**src/rtl/dbg_router_pkg.sv**
```systemverilog
package dbg_router_pkg;
  typedef enum logic [1:0] {
    CH_PROC  = 2'd0,
    CH_TRACE = 2'd1,
    CH_DEV   = 2'd2,
    CH_MEM   = 2'd3
  } chain_e;

  localparam logic [1:0] ERR_OK       = 2'd0;
  localparam logic [1:0] ERR_CHAIN    = 2'd1;
  localparam logic [1:0] ERR_ADDR     = 2'd2;
  localparam logic [1:0] ERR_ACCESS   = 2'd3;

  localparam logic [1:0] OP_READ  = 2'd0;
  localparam logic [1:0] OP_WRITE = 2'd1;

  localparam int RCTL_RESET_BIT = 0;
  localparam int RCTL_STALL_BIT = 1;
  localparam int RCTL_INDEX     = 4;
  localparam int NUM_CHAINS     = 4;

  typedef enum logic [1:0] {
    ST_IDLE = 2'd0,
    ST_SPR  = 2'd1,
    ST_MEM  = 2'd2
  } state_e;
endpackage

```
**src/rtl/dbg_mem_window.sv**
```systemverilog
module dbg_mem_window #(
  parameter int ADDR_W = 32,
  parameter logic [ADDR_W-1:0] MEM_BASE  = 32'h0001_0000,
  parameter logic [ADDR_W-1:0] MEM_LIMIT = 32'h0001_FFFF
) (
  input  logic [ADDR_W-1:0] addr,
  output logic              in_range
);
  logic above_base;
  logic below_limit;

  always_comb begin
    above_base  = (addr >= MEM_BASE);
    below_limit = (addr <= MEM_LIMIT);
    in_range    = above_base && below_limit;
  end
endmodule

```
**src/rtl/dbg_devint_bank.sv**
```systemverilog
module dbg_devint_bank
  import dbg_router_pkg::*;
#(
  parameter int DATA_W = 32,
  parameter int ADDR_W = 32,
  parameter int NUM_WP = 11
) (
  input  logic              clk,
  input  logic              rst,
  input  logic              wr_en,
  input  logic [ADDR_W-1:0] addr,
  input  logic [DATA_W-1:0] wdata,
  input  logic              dbg_disable,
  output logic [DATA_W-1:0] rd_data,
  output logic              addr_ok,
  output logic              cpu_stall,
  output logic              cpu_reset,
  output logic              wp_eval_en,
  output logic              sys_rst_pulse
);
  localparam int NUM_REGS = RCTL_INDEX + 1 + NUM_WP + 1;
  localparam int IDX_W    = $clog2(NUM_REGS);

  logic [DATA_W-1:0] regs_q [0:NUM_REGS-1];
  logic [1:0]        rctl_q;
  logic [1:0]        rctl_d;
  logic [IDX_W-1:0]  idx;
  logic              is_rctl;
  logic              stall_q;
  logic              pulse_q;

  always_comb begin
    addr_ok = (addr < ADDR_W'(NUM_REGS));
    idx     = addr[IDX_W-1:0];
    is_rctl = addr_ok && (idx == IDX_W'(RCTL_INDEX));
    rctl_d  = (wr_en && is_rctl) ? wdata[1:0] : rctl_q;
    if (!addr_ok)
      rd_data = '0;
    else if (is_rctl)
      rd_data = DATA_W'(rctl_q);
    else
      rd_data = regs_q[idx];
  end

  // General registers: no reset, so the array maps onto distributed RAM.
  always_ff @(posedge clk) begin
    if (wr_en && addr_ok && !is_rctl)
      regs_q[idx] <= wdata;
  end

  always_ff @(posedge clk) begin
    if (rst) begin
      rctl_q  <= '0;
      stall_q <= 1'b0;
      pulse_q <= 1'b0;
    end else begin
      rctl_q  <= rctl_d;
      stall_q <= rctl_d[RCTL_STALL_BIT] & ~dbg_disable;
      pulse_q <= rctl_q[RCTL_RESET_BIT] & ~rctl_d[RCTL_RESET_BIT];
    end
  end

  assign cpu_stall     = stall_q;
  assign cpu_reset     = rctl_q[RCTL_RESET_BIT];
  assign wp_eval_en    = ~rctl_q[RCTL_RESET_BIT];
  assign sys_rst_pulse = pulse_q;

  a_r5_pulse_single: assert property (@(posedge clk) disable iff (rst)
    sys_rst_pulse |=> !sys_rst_pulse);
  a_r5_pulse_after_hold: assert property (@(posedge clk) disable iff (rst)
    sys_rst_pulse |-> ($past(cpu_reset) && !cpu_reset));
  a_r6_disable_masks: assert property (@(posedge clk) disable iff (rst)
    $past(dbg_disable) |-> !cpu_stall);
endmodule

```
**src/rtl/dbg_access_router.sv**
```systemverilog
module dbg_access_router
  import dbg_router_pkg::*;
#(
  parameter int DATA_W = 32,
  parameter int ADDR_W = 32,
  parameter int NUM_WP = 11,
  parameter logic [ADDR_W-1:0] MEM_BASE  = 32'h0001_0000,
  parameter logic [ADDR_W-1:0] MEM_LIMIT = 32'h0001_FFFF
) (
  input  logic              clk,
  input  logic              rst,
  input  logic              req_valid,
  output logic              req_ready,
  input  logic [1:0]        req_op,
  input  logic [ADDR_W-1:0] req_addr,
  input  logic [DATA_W-1:0] req_wdata,
  output logic              rsp_valid,
  output logic [DATA_W-1:0] rsp_rdata,
  output logic [1:0]        rsp_err,
  output logic              spr_req,
  output logic              spr_we,
  output logic [ADDR_W-1:0] spr_addr,
  output logic [DATA_W-1:0] spr_wdata,
  input  logic [DATA_W-1:0] spr_rdata,
  output logic              mem_req,
  output logic              mem_we,
  output logic [ADDR_W-1:0] mem_addr,
  output logic [DATA_W-1:0] mem_wdata,
  input  logic [DATA_W-1:0] mem_rdata,
  input  logic              mem_ack,
  input  logic              dbg_disable,
  output logic              cpu_stall,
  output logic              cpu_reset,
  output logic              wp_eval_en,
  output logic              sys_rst_pulse
);
  state_e            state_q;
  chain_e            chain_q;
  logic              accept;
  logic              is_sel;
  logic              is_wr;
  logic              chain_ok;
  logic              win_ok;
  logic              dev_wr;
  logic              dev_ok;
  logic [DATA_W-1:0] dev_rdata;

  always_comb begin
    req_ready = (state_q == ST_IDLE);
    accept    = req_valid && req_ready;
    is_sel    = req_op[1];
    is_wr     = (req_op == OP_WRITE);
    chain_ok  = (req_addr < ADDR_W'(NUM_CHAINS));
    dev_wr    = accept && is_wr && (chain_q == CH_DEV);
  end

  dbg_mem_window #(
    .ADDR_W(ADDR_W), .MEM_BASE(MEM_BASE), .MEM_LIMIT(MEM_LIMIT)
  ) i_window (
    .addr(req_addr), .in_range(win_ok)
  );

  dbg_devint_bank #(
    .DATA_W(DATA_W), .ADDR_W(ADDR_W), .NUM_WP(NUM_WP)
  ) i_bank (
    .clk(clk), .rst(rst), .wr_en(dev_wr), .addr(req_addr), .wdata(req_wdata),
    .dbg_disable(dbg_disable), .rd_data(dev_rdata), .addr_ok(dev_ok),
    .cpu_stall(cpu_stall), .cpu_reset(cpu_reset), .wp_eval_en(wp_eval_en),
    .sys_rst_pulse(sys_rst_pulse)
  );

  always_ff @(posedge clk) begin
    if (rst) begin
      state_q   <= ST_IDLE;
      chain_q   <= CH_PROC;
      rsp_valid <= 1'b0;
      rsp_rdata <= '0;
      rsp_err   <= ERR_OK;
      spr_req   <= 1'b0;
      spr_we    <= 1'b0;
      spr_addr  <= '0;
      spr_wdata <= '0;
      mem_req   <= 1'b0;
      mem_we    <= 1'b0;
      mem_addr  <= '0;
      mem_wdata <= '0;
    end else begin
      rsp_valid <= 1'b0;
      spr_req   <= 1'b0;
      unique case (state_q)
        ST_IDLE: begin
          if (accept) begin
            if (is_sel) begin
              rsp_valid <= 1'b1;
              rsp_rdata <= '0;
              if (chain_ok) begin
                chain_q <= chain_e'(req_addr[1:0]);
                rsp_err <= ERR_OK;
              end else begin
                rsp_err <= ERR_CHAIN;
              end
            end else begin
              unique case (chain_q)
                CH_PROC: begin
                  spr_req   <= 1'b1;
                  spr_we    <= is_wr;
                  spr_addr  <= req_addr;
                  spr_wdata <= req_wdata;
                  state_q   <= ST_SPR;
                end
                CH_TRACE: begin
                  rsp_valid <= 1'b1;
                  rsp_rdata <= '0;
                  rsp_err   <= is_wr ? ERR_ACCESS : ERR_OK;
                end
                CH_DEV: begin
                  rsp_valid <= 1'b1;
                  rsp_rdata <= (!is_wr && dev_ok) ? dev_rdata : '0;
                  rsp_err   <= dev_ok ? ERR_OK : ERR_ADDR;
                end
                CH_MEM: begin
                  if (win_ok) begin
                    mem_req   <= 1'b1;
                    mem_we    <= is_wr;
                    mem_addr  <= req_addr;
                    mem_wdata <= req_wdata;
                    state_q   <= ST_MEM;
                  end else begin
                    rsp_valid <= 1'b1;
                    rsp_rdata <= '0;
                    rsp_err   <= ERR_ADDR;
                  end
                end
                default: ;
              endcase
            end
          end
        end
        ST_SPR: begin
          rsp_valid <= 1'b1;
          rsp_rdata <= spr_we ? '0 : spr_rdata;
          rsp_err   <= ERR_OK;
          state_q   <= ST_IDLE;
        end
        ST_MEM: begin
          if (mem_ack) begin
            mem_req   <= 1'b0;
            rsp_valid <= 1'b1;
            rsp_rdata <= mem_we ? '0 : mem_rdata;
            rsp_err   <= ERR_OK;
            state_q   <= ST_IDLE;
          end
        end
        default: state_q <= ST_IDLE;
      endcase
    end
  end

  a_r9_one_outstanding: assert property (@(posedge clk) disable iff (rst)
    (mem_req || spr_req) |-> !req_ready);
  a_r7_in_window: assert property (@(posedge clk) disable iff (rst)
    mem_req |-> ((mem_addr >= MEM_BASE) && (mem_addr <= MEM_LIMIT)));
  a_r7_req_held: assert property (@(posedge clk) disable iff (rst)
    (mem_req && !mem_ack) |=> (mem_req && $stable(mem_addr)));
  a_r8_spr_pulse: assert property (@(posedge clk) disable iff (rst)
    spr_req |=> (!spr_req && rsp_valid));
endmodule

```
**config.mk**
```make
export PLATFORM = sky130hd
export DESIGN_NAME = dbg_access_router
export DESIGN_NICKNAME = d
export VERILOG_FILES = /design/src/rtl/dbg_router_pkg.sv /design/src/rtl/dbg_mem_window.sv /design/src/rtl/dbg_devint_bank.sv /design/src/rtl/dbg_access_router.sv
export SDC_FILE = /design/constraint.sdc
export NUM_CORES = 1
export LEC_CHECK = 0
export ABC_AREA = 1
export BUFFER_PORTS_ARGS = -buffer_cell sky130_fd_sc_hd__buf_2
export CAP_MARGIN = 5
export CORE_ASPECT_RATIO = 0.75
export CORE_MARGIN = 2
export CORE_UTILIZATION = 40
export DETAILED_ROUTE_END_ITERATION = 10
export GPL_TIMING_DRIVEN = 1
export SETUP_SLACK_MARGIN = 0.15
export SYNTH_ARGS = -nofsm -noshare
export SYNTH_HDL_FRONTEND = slang
export SYNTH_HIERARCHICAL = 1
export SYNTH_SLANG_ARGS = --single-unit
```
**constraint.sdc**
```tcl
create_clock -name clk -period 4.06 [get_ports clk]
set_clock_uncertainty 0.2 [all_clocks]
set_input_delay 0.203 -clock clk [delete_from_list [all_inputs] [get_ports clk]]
set_output_delay 0.203 -clock clk [all_outputs]
set_load 0.1 [all_outputs]
```
==> out/qor.txt <==
Status = finished, final reports clean
Setup WS post-layout = 0.790 ns
# port buffers = 306
Mapped Area = 27000 um^2
Via/cell ratio = 5.50
DRT iter0 DRCs = 2612
Global Route Usage Sum = 23.7%
Die Span X = 304 um
Leakage = 0.0119 uW
Clock root buffer = clkbuf_16
Hold_sp = spr_rdata[28]
Pins Over Slew Limit = 0
Maximum VDD drop = 0.388 mV
Fin util = 49.1%
Initial antenna violation count = 1
TritonRoute pass-1 iters = 6
Io pins = 307
Placed cells = 3469
Placement Cell Area = 29500 um^2
Worst hold path type = primary input to flip-flop
Syn. warnings = 6
Top cells by count, synth = nor2_1, edfxtp_1, o21ai_0
# Max-Cap Violations = 0
Setup crit start kind = primary input
Most Frequent Cell on Critical Path = inv_1
RD Place Congestion = 0.928
Initial Utilization = 40.4%
FFs w/ async S/R, synth = 0%
Number of global-route vias before repair = 19800
Die Ht = 229 um
Power Dens Cells = 462 nW/um^2
Row count = 82
Fill cells = 5895
Global-route wire length before repair = 126 mm
Worst slack at placement = 0.803 ns
Clock Path Buffers = 3
Worst path cell trace = dlygate4sd3_1 -> buf_2 -> inv_1 -> nor3_2 -> inv_1 -> nor2_4 -> buf_4
Post-synth top flop = edfxtp_1
Highest Clock Rate = 306 MHz
Slowest-stage cell, CP = nor3_2
Worst endpoint data arrival time = 3.33 ns
Hold depth = 5
Core ar. = 66800 um^2
Worst setup EP type = flip-flop
Die Area = 69700 um^2
DPL Wire Length = 52.6 mm
Leading area contributor after synthesis = edfxtp_1
RSZ-0062 raised after global routing = no
Synth cell types = 39
Tmin final = 3.27 ns
CTS tree = built
Register area share after synthesis = 70.4%
Share of cells above drive strength 1 = 17.7%
Hold WS = 0.0120 ns
Count leader, synth = nor2_1
Reg2Reg Capture Point = rsp_rdata[29]$_SDFFE_PP0P_
Area delta synth->final = 21.3%
Endpoint of the worst hold path = rsp_rdata[28]$_SDFFE_PP0P_
Worst-path clk slew = 0.07 ns
Max-slew headroom = 19.5%
Synth top area share = 57.5%
FF-to-FF path depth = 7
Total gr overflow = 0
Post-synthesis cell count = 2371
Period utilization = 80.5%
Routed vias = 20400
Final net count = 2922
Wire per inst = 22.8 um
FF+latch count, synth = 692
CTS Buf Count = 61
Least-Margin Pin Slew = 1.21 ns
Fin cells = 3715
Max FO, Critical Path = 32
Critical path class = primary input to flip-flop
Clk sinks = 692
Synth area leaders = edfxtp_1, dfxtp_1, nor2_1
Drt total wl = 84.6 mm
Final instance area = 32800 um^2
Clock latency on the worst-skew pair = 0.63 ns
Syn avg cell area = 11.4 um^2
# setup viols final = 0
Required time worst endpoint = 4.12 ns
Drt drc = 0
Final hold vios = 0
Slowest stage delay, CP = 0.91 ns
RR Startpoint = state_q[0]$_SDFFE_PP0P_
Worst reg2reg setup slack = 0.92 ns
H-tree depth = 2
PostCTS Resize Cnt = 0
Largest net degree at the start of global routing = 125
Number of synthesized flops with an enable pin = 517
Antenna Nets Post-Route = 0
## critical path: cells and delay by family
family                 cells  cell delay [ns]
buffers and inverters      5             1.97
AND/OR/NAND/NOR            2             1.10
## per-layer routing
layer | part of all wire (%) | global-route usage [%]
met5 | 0.0083 | 0
met1 | 43 | 33.3
met2 | 47 | 38.7
met3 | 7.4 | 3.32
met4 | 2.8 | 6.22
## sequential cells by signal, summed over array words and instances (netlist names), 2 cells and up
signal / cells
chain_q: 2
rsp_err: 2
spr_wdata: 32
state_q: 2
i_bank/regs_q: 517
mem_wdata: 32
i_bank/rctl_q: 2
mem_addr: 32
spr_addr: 32
rsp_rdata: 32
## final cells by class
class                           count  area [um^2]  share of cell area (%)
Sequential cell                   692        19000                    58.1
Multi-Input combinational cell   1430         6900                    21.1
Timing Repair Buffer              491         3390                    10.4
Clock buffer                       72         1610                    4.91
Tap cell                          882         1100                    3.37
Inverter                          103          392                    1.20
Clock inverter                     44          338                    1.03
Antenna cell                        1         2.50                 0.00764
## power by group
part	switching (uW)	internal [uW]	leakage (uW)	total, uW
combinational	1310	361	0.00489	1670
sequential	47.0	7670	0.00608	7720
clock	2670	3090	0.000938	5760
total	4030	11100	0.0119	15100
## what timing repair did
action	CTS	global route
setup buffers	0	0
hold buffers	129	0
hold endpoints to repair	686	0
## cells in the final DEF, fill, tap and decap left out, types with 2 or more instances in the layout
master,synthesis,routed
nor2_1,536,521
edfxtp_1,517,517
buf_2,47,306
o21ai_0,237,237
o22ai_1,177,177
dfxtp_1,175,175
nand3_1,130,130
dlygate4sd3_1,0,129
nand2_1,109,107
inv_1,98,96
o21ai_1,80,80
a21oi_1,71,71
clkbuf_16,0,62
buf_4,8,44
nor3_1,38,36
clkinv_1,0,20
nor2_4,1,17
buf_12,0,12
clkinv_2,0,10
ha_1,8,8
clkbuf_1,58,8
nand2_2,5,6
inv_2,4,5
nand4_1,5,5
or2_2,5,5
conb_1,1,5
nand2_4,3,4
nor3_4,1,4
clkinvlp_4,0,4
bufinv_16,0,4
nor2_2,4,3
clkinvlp_2,0,3
o211ai_1,3,3
inv_4,1,2
clkbuf_8,0,2
o22a_1,2,2
## how the worst max path moves through the flow
| stage | startpoint | end | cells after the start |
|---|---|---|---|
| after floorplan | state_q[0]$_SDFFE_PP0P_ | i_bank/regs_q[10][0]$_DFFE_PP_ | 6 |
| after global routing | state_q[1]$_SDFFE_PP0P_ | rsp_rdata[11]$_SDFFE_PP0P_ | 7 |
| final | req_addr[3] | i_bank/regs_q[15][25]$_DFFE_PP_ | 7 |
| after CTS | req_addr[0] | rsp_rdata[1]$_SDFFE_PP0P_ | 18 |
| after global placement | req_addr[0] | rsp_rdata[1]$_SDFFE_PP0P_ | 17 |
| after detailed placement | req_addr[0] | rsp_rdata[1]$_SDFFE_PP0P_ | 17 |
## through the flow
step                      power [uW]  setup TNS [ns]
after floorplan                 8960          -36.66
after global placement          9420               0
after detailed placement        9440               0
after CTS                      15200               0
after global routing           15600               0
final                          15100               0
## logic make-up after synthesis
| group | Yosys count | synth area share (%) |
|---|---|---|
| adder cells (fa/ha/maj) | 8 | 0.371 |
| flip-flops | 692 | 70.4 |
| other | 1 | 0.0139 |
| buffers and inverters | 253 | 4.67 |
| AO/OA/AOI/OAI | 575 | 11.6 |
| AND/OR/NAND/NOR | 842 | 12.9 |
Note: power is estimated with default switching activity, not from simulation.
